[src/rtl/bwd_pkg.sv]
package bwd_pkg;

  typedef struct packed {
    logic [2:0] tsiz;
    logic       gbl;
    logic       tbst;
    logic [4:0] tt;
  } xfer_attr_t;

  localparam int ATTR_W = $bits(xfer_attr_t);

  typedef enum logic [1:0] {
    WD_IDLE = 2'd0,
    WD_RUN  = 2'd1,
    WD_ACK  = 2'd2,
    WD_TEA  = 2'd3
  } wd_state_e;

  localparam logic [2:0] RA_CFG     = 3'd0;
  localparam logic [2:0] RA_IEN     = 3'd1;
  localparam logic [2:0] RA_STAT    = 3'd2;
  localparam logic [2:0] RA_ADDRCAP = 3'd3;
  localparam logic [2:0] RA_SIGCAP  = 3'd4;
  localparam logic [2:0] RA_LIMIT   = 3'd5;

  localparam int CFG_EN_BIT = 1;
  localparam int ST_AT_BIT  = 0;
  localparam int ST_DT_BIT  = 1;
  localparam int IE_AT_BIT  = 0;
  localparam int LIM_LSB    = 16;

endpackage

[src/rtl/bwd_tenure_timer.sv]
module bwd_tenure_timer
  import bwd_pkg::*;
#(
  parameter int LIM_W = 12
) (
  input  logic             clk,
  input  logic             rst_n,
  input  logic             en,
  input  logic             ts,
  input  logic             aack_in,
  input  logic [LIM_W-1:0] limit,
  output logic             aack_drv,
  output logic             tea_drv,
  output logic             expire
);

  wd_state_e        state;
  logic [LIM_W-1:0] cnt;

  // the limit is reached while no acknowledge and no restart arrive
  assign expire = (state == WD_RUN) && en && !ts && !aack_in && (cnt >= limit);

  always_ff @(posedge clk) begin
    if (!rst_n) begin
      state <= WD_IDLE;
      cnt   <= '0;
    end else begin
      unique case (state)
        WD_IDLE: begin
          if (en && ts) begin
            state <= WD_RUN;
            cnt   <= '0;
          end
        end
        WD_RUN: begin
          if (!en) begin
            state <= WD_IDLE;
          end else if (ts) begin
            cnt <= '0;
          end else if (aack_in) begin
            state <= WD_IDLE;
          end else if (cnt >= limit) begin
            state <= WD_ACK;
          end else begin
            cnt <= cnt + 1'b1;
          end
        end
        WD_ACK: state <= WD_TEA;
        WD_TEA: begin
          if (en && ts) begin
            state <= WD_RUN;
            cnt   <= '0;
          end else begin
            state <= WD_IDLE;
          end
        end
        default: state <= WD_IDLE;
      endcase
    end
  end

  assign aack_drv = (state == WD_ACK);
  assign tea_drv  = (state == WD_TEA);

  AST_ACK_THEN_TEA: assert property (@(posedge clk) disable iff (!rst_n)
    (state == WD_ACK) |=> (state == WD_TEA));

  AST_DISABLED_STAYS_IDLE: assert property (@(posedge clk) disable iff (!rst_n)
    (state == WD_IDLE && !en) |=> (state == WD_IDLE));

  AST_RESTART_CLEARS: assert property (@(posedge clk) disable iff (!rst_n)
    (state == WD_RUN && en && ts) |=> (state == WD_RUN && cnt == '0));

  AST_ACK_ENDS_RUN: assert property (@(posedge clk) disable iff (!rst_n)
    (state == WD_RUN && en && !ts && aack_in) |=> (state == WD_IDLE));

endmodule

[src/rtl/bwd_capture.sv]
module bwd_capture
  import bwd_pkg::*;
#(
  parameter int ADDR_W = 32
) (
  input  logic              clk,
  input  logic              rst_n,
  input  logic              ts,
  input  logic [ADDR_W-1:0] ts_addr,
  input  xfer_attr_t        ts_attr,
  input  logic              err_evt,
  input  logic              unlock,
  output logic [ADDR_W-1:0] cap_addr,
  output xfer_attr_t        cap_attr,
  output logic              locked
);

  logic [ADDR_W-1:0] fl_addr;
  xfer_attr_t        fl_attr;
  logic              take;

  // shadow of the tenure currently on the bus
  always_ff @(posedge clk) begin
    if (!rst_n) begin
      fl_addr <= '0;
      fl_attr <= '0;
    end else if (ts) begin
      fl_addr <= ts_addr;
      fl_attr <= ts_attr;
    end
  end

  assign take = err_evt && (!locked || unlock);

  always_ff @(posedge clk) begin
    if (!rst_n) begin
      cap_addr <= '0;
      cap_attr <= '0;
      locked   <= 1'b0;
    end else if (take) begin
      cap_addr <= fl_addr;
      cap_attr <= fl_attr;
      locked   <= 1'b1;
    end else if (unlock) begin
      locked <= 1'b0;
    end
  end

  AST_LOCK_HOLDS: assert property (@(posedge clk) disable iff (!rst_n)
    (locked && !unlock) |=> ($stable(cap_addr) && $stable(cap_attr) && locked));

  AST_UNLOCK_KEEPS: assert property (@(posedge clk) disable iff (!rst_n)
    (unlock && !err_evt) |=> ($stable(cap_addr) && $stable(cap_attr) && !locked));

  AST_ERROR_LOCKS: assert property (@(posedge clk) disable iff (!rst_n)
    err_evt |=> locked);

endmodule

[src/rtl/bwd_regs.sv]
module bwd_regs
  import bwd_pkg::*;
#(
  parameter int ADDR_W = 32,
  parameter int LIM_W  = 12
) (
  input  logic              clk,
  input  logic              rst_n,
  input  logic              wr,
  input  logic [2:0]        addr,
  input  logic [31:0]       wdata,
  input  logic              at_set,
  input  logic              dt_set,
  input  logic [ADDR_W-1:0] cap_addr,
  input  xfer_attr_t        cap_attr,
  output logic [31:0]       rdata,
  output logic              wd_en,
  output logic [LIM_W-1:0]  limit,
  output logic              st_at,
  output logic              irq,
  output logic              unlock
);

  logic ie_at;
  logic st_dt;
  logic wr_stat;
  logic clr_at;
  logic clr_dt;

  assign wr_stat = wr && (addr == RA_STAT);
  assign clr_at  = wr_stat && wdata[ST_AT_BIT];
  assign clr_dt  = wr_stat && wdata[ST_DT_BIT];

  always_ff @(posedge clk) begin
    if (!rst_n) begin
      wd_en <= 1'b0;
      ie_at <= 1'b0;
      limit <= '1;
    end else if (wr) begin
      if (addr == RA_CFG)   wd_en <= wdata[CFG_EN_BIT];
      if (addr == RA_IEN)   ie_at <= wdata[IE_AT_BIT];
      if (addr == RA_LIMIT) limit <= wdata[LIM_LSB +: LIM_W];
    end
  end

  // sticky flags, write one to clear, a set wins over a clear
  always_ff @(posedge clk) begin
    if (!rst_n) begin
      st_at <= 1'b0;
      st_dt <= 1'b0;
    end else begin
      st_at <= at_set | (st_at & ~clr_at);
      st_dt <= dt_set | (st_dt & ~clr_dt);
    end
  end

  assign unlock = wr && ((addr == RA_ADDRCAP) || (addr == RA_SIGCAP) ||
                         ((addr == RA_STAT) && (wdata[ST_AT_BIT] || wdata[ST_DT_BIT])));

  assign irq = st_at & ie_at;

  always_comb begin
    rdata = '0;
    unique case (addr)
      RA_CFG:     rdata[CFG_EN_BIT] = wd_en;
      RA_IEN:     rdata[IE_AT_BIT]  = ie_at;
      RA_STAT: begin
        rdata[ST_AT_BIT] = st_at;
        rdata[ST_DT_BIT] = st_dt;
      end
      RA_ADDRCAP: rdata[ADDR_W-1:0] = cap_addr;
      RA_SIGCAP:  rdata[ATTR_W-1:0] = cap_attr;
      RA_LIMIT:   rdata[LIM_LSB +: LIM_W] = limit;
      default:    rdata = '0;
    endcase
  end

  AST_ZERO_WRITE_KEEPS: assert property (@(posedge clk) disable iff (!rst_n)
    (wr_stat && !wdata[ST_AT_BIT] && st_at) |=> st_at);

  AST_SET_WINS: assert property (@(posedge clk) disable iff (!rst_n)
    at_set |=> st_at);

endmodule

[src/rtl/bus_tenure_watchdog.sv]
module bus_tenure_watchdog
  import bwd_pkg::*;
#(
  parameter int ADDR_W = 32,
  parameter int LIM_W  = 12
) (
  input  logic              clk,
  input  logic              rst_n,
  input  logic              ts_in,
  input  logic [ADDR_W-1:0] ts_addr,
  input  logic [4:0]        ts_tt,
  input  logic              ts_tbst,
  input  logic              ts_gbl,
  input  logic [2:0]        ts_tsiz,
  input  logic              aack_in,
  input  logic              tea_in,
  input  logic              dto_in,
  input  logic              reg_wr,
  input  logic [2:0]        reg_addr,
  input  logic [31:0]       reg_wdata,
  output logic [31:0]       reg_rdata,
  output logic              aack_out,
  output logic              tea_out,
  output logic              irq
);

  xfer_attr_t        attr_in;
  xfer_attr_t        cap_attr;
  logic [ADDR_W-1:0] cap_addr;
  logic [LIM_W-1:0]  limit;
  logic              wd_en;
  logic              expire;
  logic              unlock;
  logic              locked;
  logic              st_at;
  logic              err_evt;

  assign attr_in = '{tsiz: ts_tsiz, gbl: ts_gbl, tbst: ts_tbst, tt: ts_tt};
  assign err_evt = expire | dto_in | tea_in;

  bwd_tenure_timer #(.LIM_W(LIM_W)) u_timer (
    .clk      (clk),
    .rst_n    (rst_n),
    .en       (wd_en),
    .ts       (ts_in),
    .aack_in  (aack_in),
    .limit    (limit),
    .aack_drv (aack_out),
    .tea_drv  (tea_out),
    .expire   (expire)
  );

  bwd_capture #(.ADDR_W(ADDR_W)) u_capture (
    .clk      (clk),
    .rst_n    (rst_n),
    .ts       (ts_in),
    .ts_addr  (ts_addr),
    .ts_attr  (attr_in),
    .err_evt  (err_evt),
    .unlock   (unlock),
    .cap_addr (cap_addr),
    .cap_attr (cap_attr),
    .locked   (locked)
  );

  bwd_regs #(.ADDR_W(ADDR_W), .LIM_W(LIM_W)) u_regs (
    .clk      (clk),
    .rst_n    (rst_n),
    .wr       (reg_wr),
    .addr     (reg_addr),
    .wdata    (reg_wdata),
    .at_set   (expire),
    .dt_set   (dto_in),
    .cap_addr (cap_addr),
    .cap_attr (cap_attr),
    .rdata    (reg_rdata),
    .wd_en    (wd_en),
    .limit    (limit),
    .st_at    (st_at),
    .irq      (irq),
    .unlock   (unlock)
  );

  AST_OUT_EXCLUSIVE: assert property (@(posedge clk) disable iff (!rst_n)
    !(aack_out && tea_out));

  AST_AACK_FLAGGED: assert property (@(posedge clk) disable iff (!rst_n)
    aack_out |-> (st_at && locked));

  AST_AACK_PULSE: assert property (@(posedge clk) disable iff (!rst_n)
    aack_out |=> (!aack_out && tea_out));

endmodule

[config.mk]
export PLATFORM = sky130hd
export DESIGN_NAME = bus_tenure_watchdog
export DESIGN_NICKNAME = d
export VERILOG_FILES = /design/src/rtl/bwd_pkg.sv /design/src/rtl/bwd_tenure_timer.sv /design/src/rtl/bwd_capture.sv /design/src/rtl/bwd_regs.sv /design/src/rtl/bus_tenure_watchdog.sv
export SDC_FILE = /design/constraint.sdc
export NUM_CORES = 1
export LEC_CHECK = 0
export ABC_CLOCK_PERIOD_IN_PS = 2400
export BUFFER_PORTS_ARGS = -buffer_cell sky130_fd_sc_hd__buf_4
export CAP_MARGIN = 20
export CORE_MARGIN = 2
export CORE_UTILIZATION = 54
export DETAILED_ROUTE_END_ITERATION = 8
export PLACE_DENSITY = 0.79
export REMOVE_ABC_BUFFERS = 1
export SLEW_MARGIN = 20
export SYNTH_ARGS = -nofsm -noshare
export SYNTH_HDL_FRONTEND = slang
export SYNTH_SLANG_ARGS = --single-unit
export TNS_END_PERCENT = 1
[constraint.sdc]
create_clock -name clk -period 2.4 [get_ports clk]
set_clock_uncertainty 0.15 [all_clocks]
set_input_delay 0.36 -clock clk [delete_from_list [all_inputs] [get_ports clk]]
set_output_delay 0.36 -clock clk [all_outputs]
set_load 0.1 [all_outputs]
==> metrics.md <==
| Metric | Value |
|---|---|
| DRT iter0 DRCs | `389` |
| Syn_area_per_cell | `~8.7 um^2` |
| TritonRoute pass-1 iters | `5` |
| WP data arrival | `2.76 ns` |
| Setup crit start | `u_regs.limit[6]` |
| Slew Viols, Final | `0` |
| Share of layout cells above drive strength 1 | `26.9%` |
| First-pass GRT wire length | `between 20 and 25 mm` |
| Starting Density | `about 56%` |
| Skew-Pair Late Insertion Delay | `0.53 ns` |
| Crit Path Class | `flip-flop to flip-flop` |
| DP Worst Slack | `-0.0232 ns` |
| Num ports | `119` |
| Count leader, synth | `dfxtp_1` |
| CTS sink count | `roughly 120` |
| Worst-path fanout max | `7` |
| H-Tree Depth | `4` |
| Non-Filler Instances | `907` |
| Critical R2R Capture | `u_capture.cap_attr[9]` |
| Synth Cell Area | `5220 um^2` |
| IO buf count | `100` |
| Clock root buffer | `clkbuf_8` |
| R2r setup slk | `-0.05 ns` |
| Number of placement rows | `35` |
| Syn. warnings | `0` |
| Final worst-path cycle share | `102%` |
| Placed cell count | `803` |
| Remaining DRCs | `0` |
| Die area | `10500 um^2` |
| Slew headroom | `47.9%` |
| Async set or reset register ratio after synthesis | `0%` |
| Sequential area share after synthesis | `between 40% and 50%` |
| Final Wtd Congestion | `slightly above 0.9` |
| GRT overflow | `0` |
| Most frequent cells after synthesis | `dfxtp_1, nand2_1, nor2_1` |
| Final Worst Setup Slack | `-0.0549 ns` |
| Post-Route WL | `17.4 mm` |
| Worst Tran Pin Value | `0.782 ns` |
| Top cell type's share of synthesized area | `about 44%` |
| Die width | `about 100 um` |
| Synth Register Bits | `roughly 120` |
| Die height | `102 um` |
| Status | `finished, violations left` |
| Routed Antenna Nets | `0` |
| Req. time, crit path | `2.70 ns` |
| Final nets | `866` |
| Critical Path End Type | `flip-flop` |
| Vias | `5325` |
| Leakage power | `roughly 3.3 nW` |
| Vias in the first global route | `4918` |
| Ys flop type | `dfxtp_1` |
| Hpwl dp | `8.36 mm` |
| CP endpoint | `u_capture.cap_attr[9]` |
| Critical R2R Launch | `u_regs.limit[6]` |
| Pin count of the biggest net entering global routing | `99` |
| Min Tclk post-route | `2.45 ns` |
| GRT Resource Usage Total | `28.7%` |
| Wire per inst | `19.2 um` |
| Critical path startpoint category | `flip-flop` |
| MaxCap Viol Count | `0` |
| Placeable Area | `9280 um^2` |
| RSZ-0062 raised after global routing | `true` |
| Highest clock rate | `407 MHz` |
| Count of final setup violators | `11` |
| Worst hold path class | `input port to flip-flop` |
| Setup TNS | `-0.218 ns` |
| Synth top area cells | `dfxtp_1, mux2i_1, nand2_1` |
| Synth unique cells | `51` |
| Pwr/cell area | `approximately 700 nW/um^2` |
| Layout Utilization | `82.2%` |
| Cells after Synth | `597` |
| Initial antenna violation count | `0` |
| Fin Hold WS | `0.0872 ns` |
| Area delta synth->final | `46.4%` |
| TritonCTS clock tree | `done` |
| Largest area contributor in the netlist | `dfxtp_1` |
| DR vias/cell | `a little under 6` |
| Worst-case reg-to-reg path depth | `10` |
| Max IR drop VDD | `522 uV` |
| TritonCTS buffer count | `17` |
| Failing checks | `negative setup slack` |
| Final Hold Fails | `0` |
| Number of synthesized flops with an enable pin | `0` |
| Clock Tree Buf Depth | `2` |
| Worst-path clk slew | `0.06 ns` |
[layout by cell type (no fill, tap or decap), drive strengths merged, types with 6 or more instances in the layout]
cell / count
nand3: 50
and2: 12
clkbuf: 21
dfxtp: 115
nand2: 74
dlygate4sd3: 58
a22o: 20
o211ai: 15
a21oi: 12
inv: 27
o21ai: 51
a31oi: 9
ha: 18
mux2i: 46
nor2: 60
nand2b: 6
buf: 129
[worst min-delay path by stage]
stage	startpoint	end	slack, ns	cells past startpoint
floorplan	u_capture.cap_addr[10]	u_capture.cap_addr[10]	0.27	2
global placement	u_capture.cap_addr[11]	u_capture.cap_addr[11]	0.28	2
detailed placement	u_capture.cap_addr[11]	u_capture.cap_addr[11]	0.29	2
CTS	rst_n	u_timer.cnt[11]	0.08	3
global route	rst_n	u_timer.cnt[11]	0.10	3
finish	rst_n	u_timer.cnt[11]	0.09	3
[registers in the layout, indices dropped and copies added (netlist names), named ones only]
name                count
u_capture.cap_addr     32
u_capture.cap_attr     10
u_capture.fl_addr      32
u_capture.fl_attr      10
u_capture.locked        1
u_regs.ie_at            1
u_regs.limit           12
u_regs.st_at            1
u_regs.st_dt            1
u_regs.wd_en            1
u_timer.cnt            12
u_timer.state           1
[where the power goes]
group / switching [mW] / total, mW / internal, mW / leakage (nW)
logic: 0.443 / 0.790 / 0.348 / 2.06
clock network: 1.02 / 2.52 / 1.50 / 0.285
registers: 0.0521 / 2.05 / 2.00 / 0.937
total: 1.51 / 5.36 / 3.85 / 3.29
[repair_timing]
item | CTS | global route
resized for setup | 2 | 40
hold buffers | 58 | 0
endpoints found under the hold margin | 58 | 0
pin swaps | 2 | 12
gates cloned | 1 | 7
setup endpoints to repair | 43 | 54
setup buffers | 0 | 5
[layout make-up]
type	instances	area (um^2)
multi-input combinational	419	2770
sequential	115	2310
timing repair buffer	191	1730
fill	502	1650
clock buffer	17	414
clock inverter	15	169
tap	129	161
inverter	20	75.1
antenna	1	2.50
[critical path, cell delays in order, from the launching register on]
cell and delay, ns:
dfxtp_2 0.33, inv_1 0.06, ha_1 0.29, nand2_2 0.08
nor4_4 0.43, nand3_2 0.17, a41oi_4 0.28, buf_8 0.19
buf_12 0.14, nand3_1 0.11, o21ai_1 0.14
[per-layer routing]
metal | vias up | global-route usage, % | wire [um]
met5 | - | 0 | 0
met4 | 0 | 11.8 | 531
met3 | 56 | 5.68 | 1310
met2 | 264 | 50.7 | 8850
met1 | 2567 | 34.3 | 6760
li1 | 2438 | - | -
[metrics by stage]
| stage | total power [mW] | instance area, um^2 |
|---|---|---|
| final | 5.36 | 7630 |
| after global routing | 5.51 | 7630 |
| after CTS | 5.20 | 7300 |
| after detailed placement | 2.66 | 6110 |
| after global placement | 2.64 | 6110 |
| after floorplan | 2.40 | 4990 |
[cell families after synthesis]
family                   Yosys count  synth area share, %
AND/OR/NAND/NOR                  225                 20.2
AO/OA/AOI/OAI                    128                 16.3
flip-flops                       115                 44.1
buffers and inverters             63                 5.71
multiplexers                      48                 9.26
adder cells (fa/ha/maj)           18                 4.32
(Power assumes the default switching activity.)
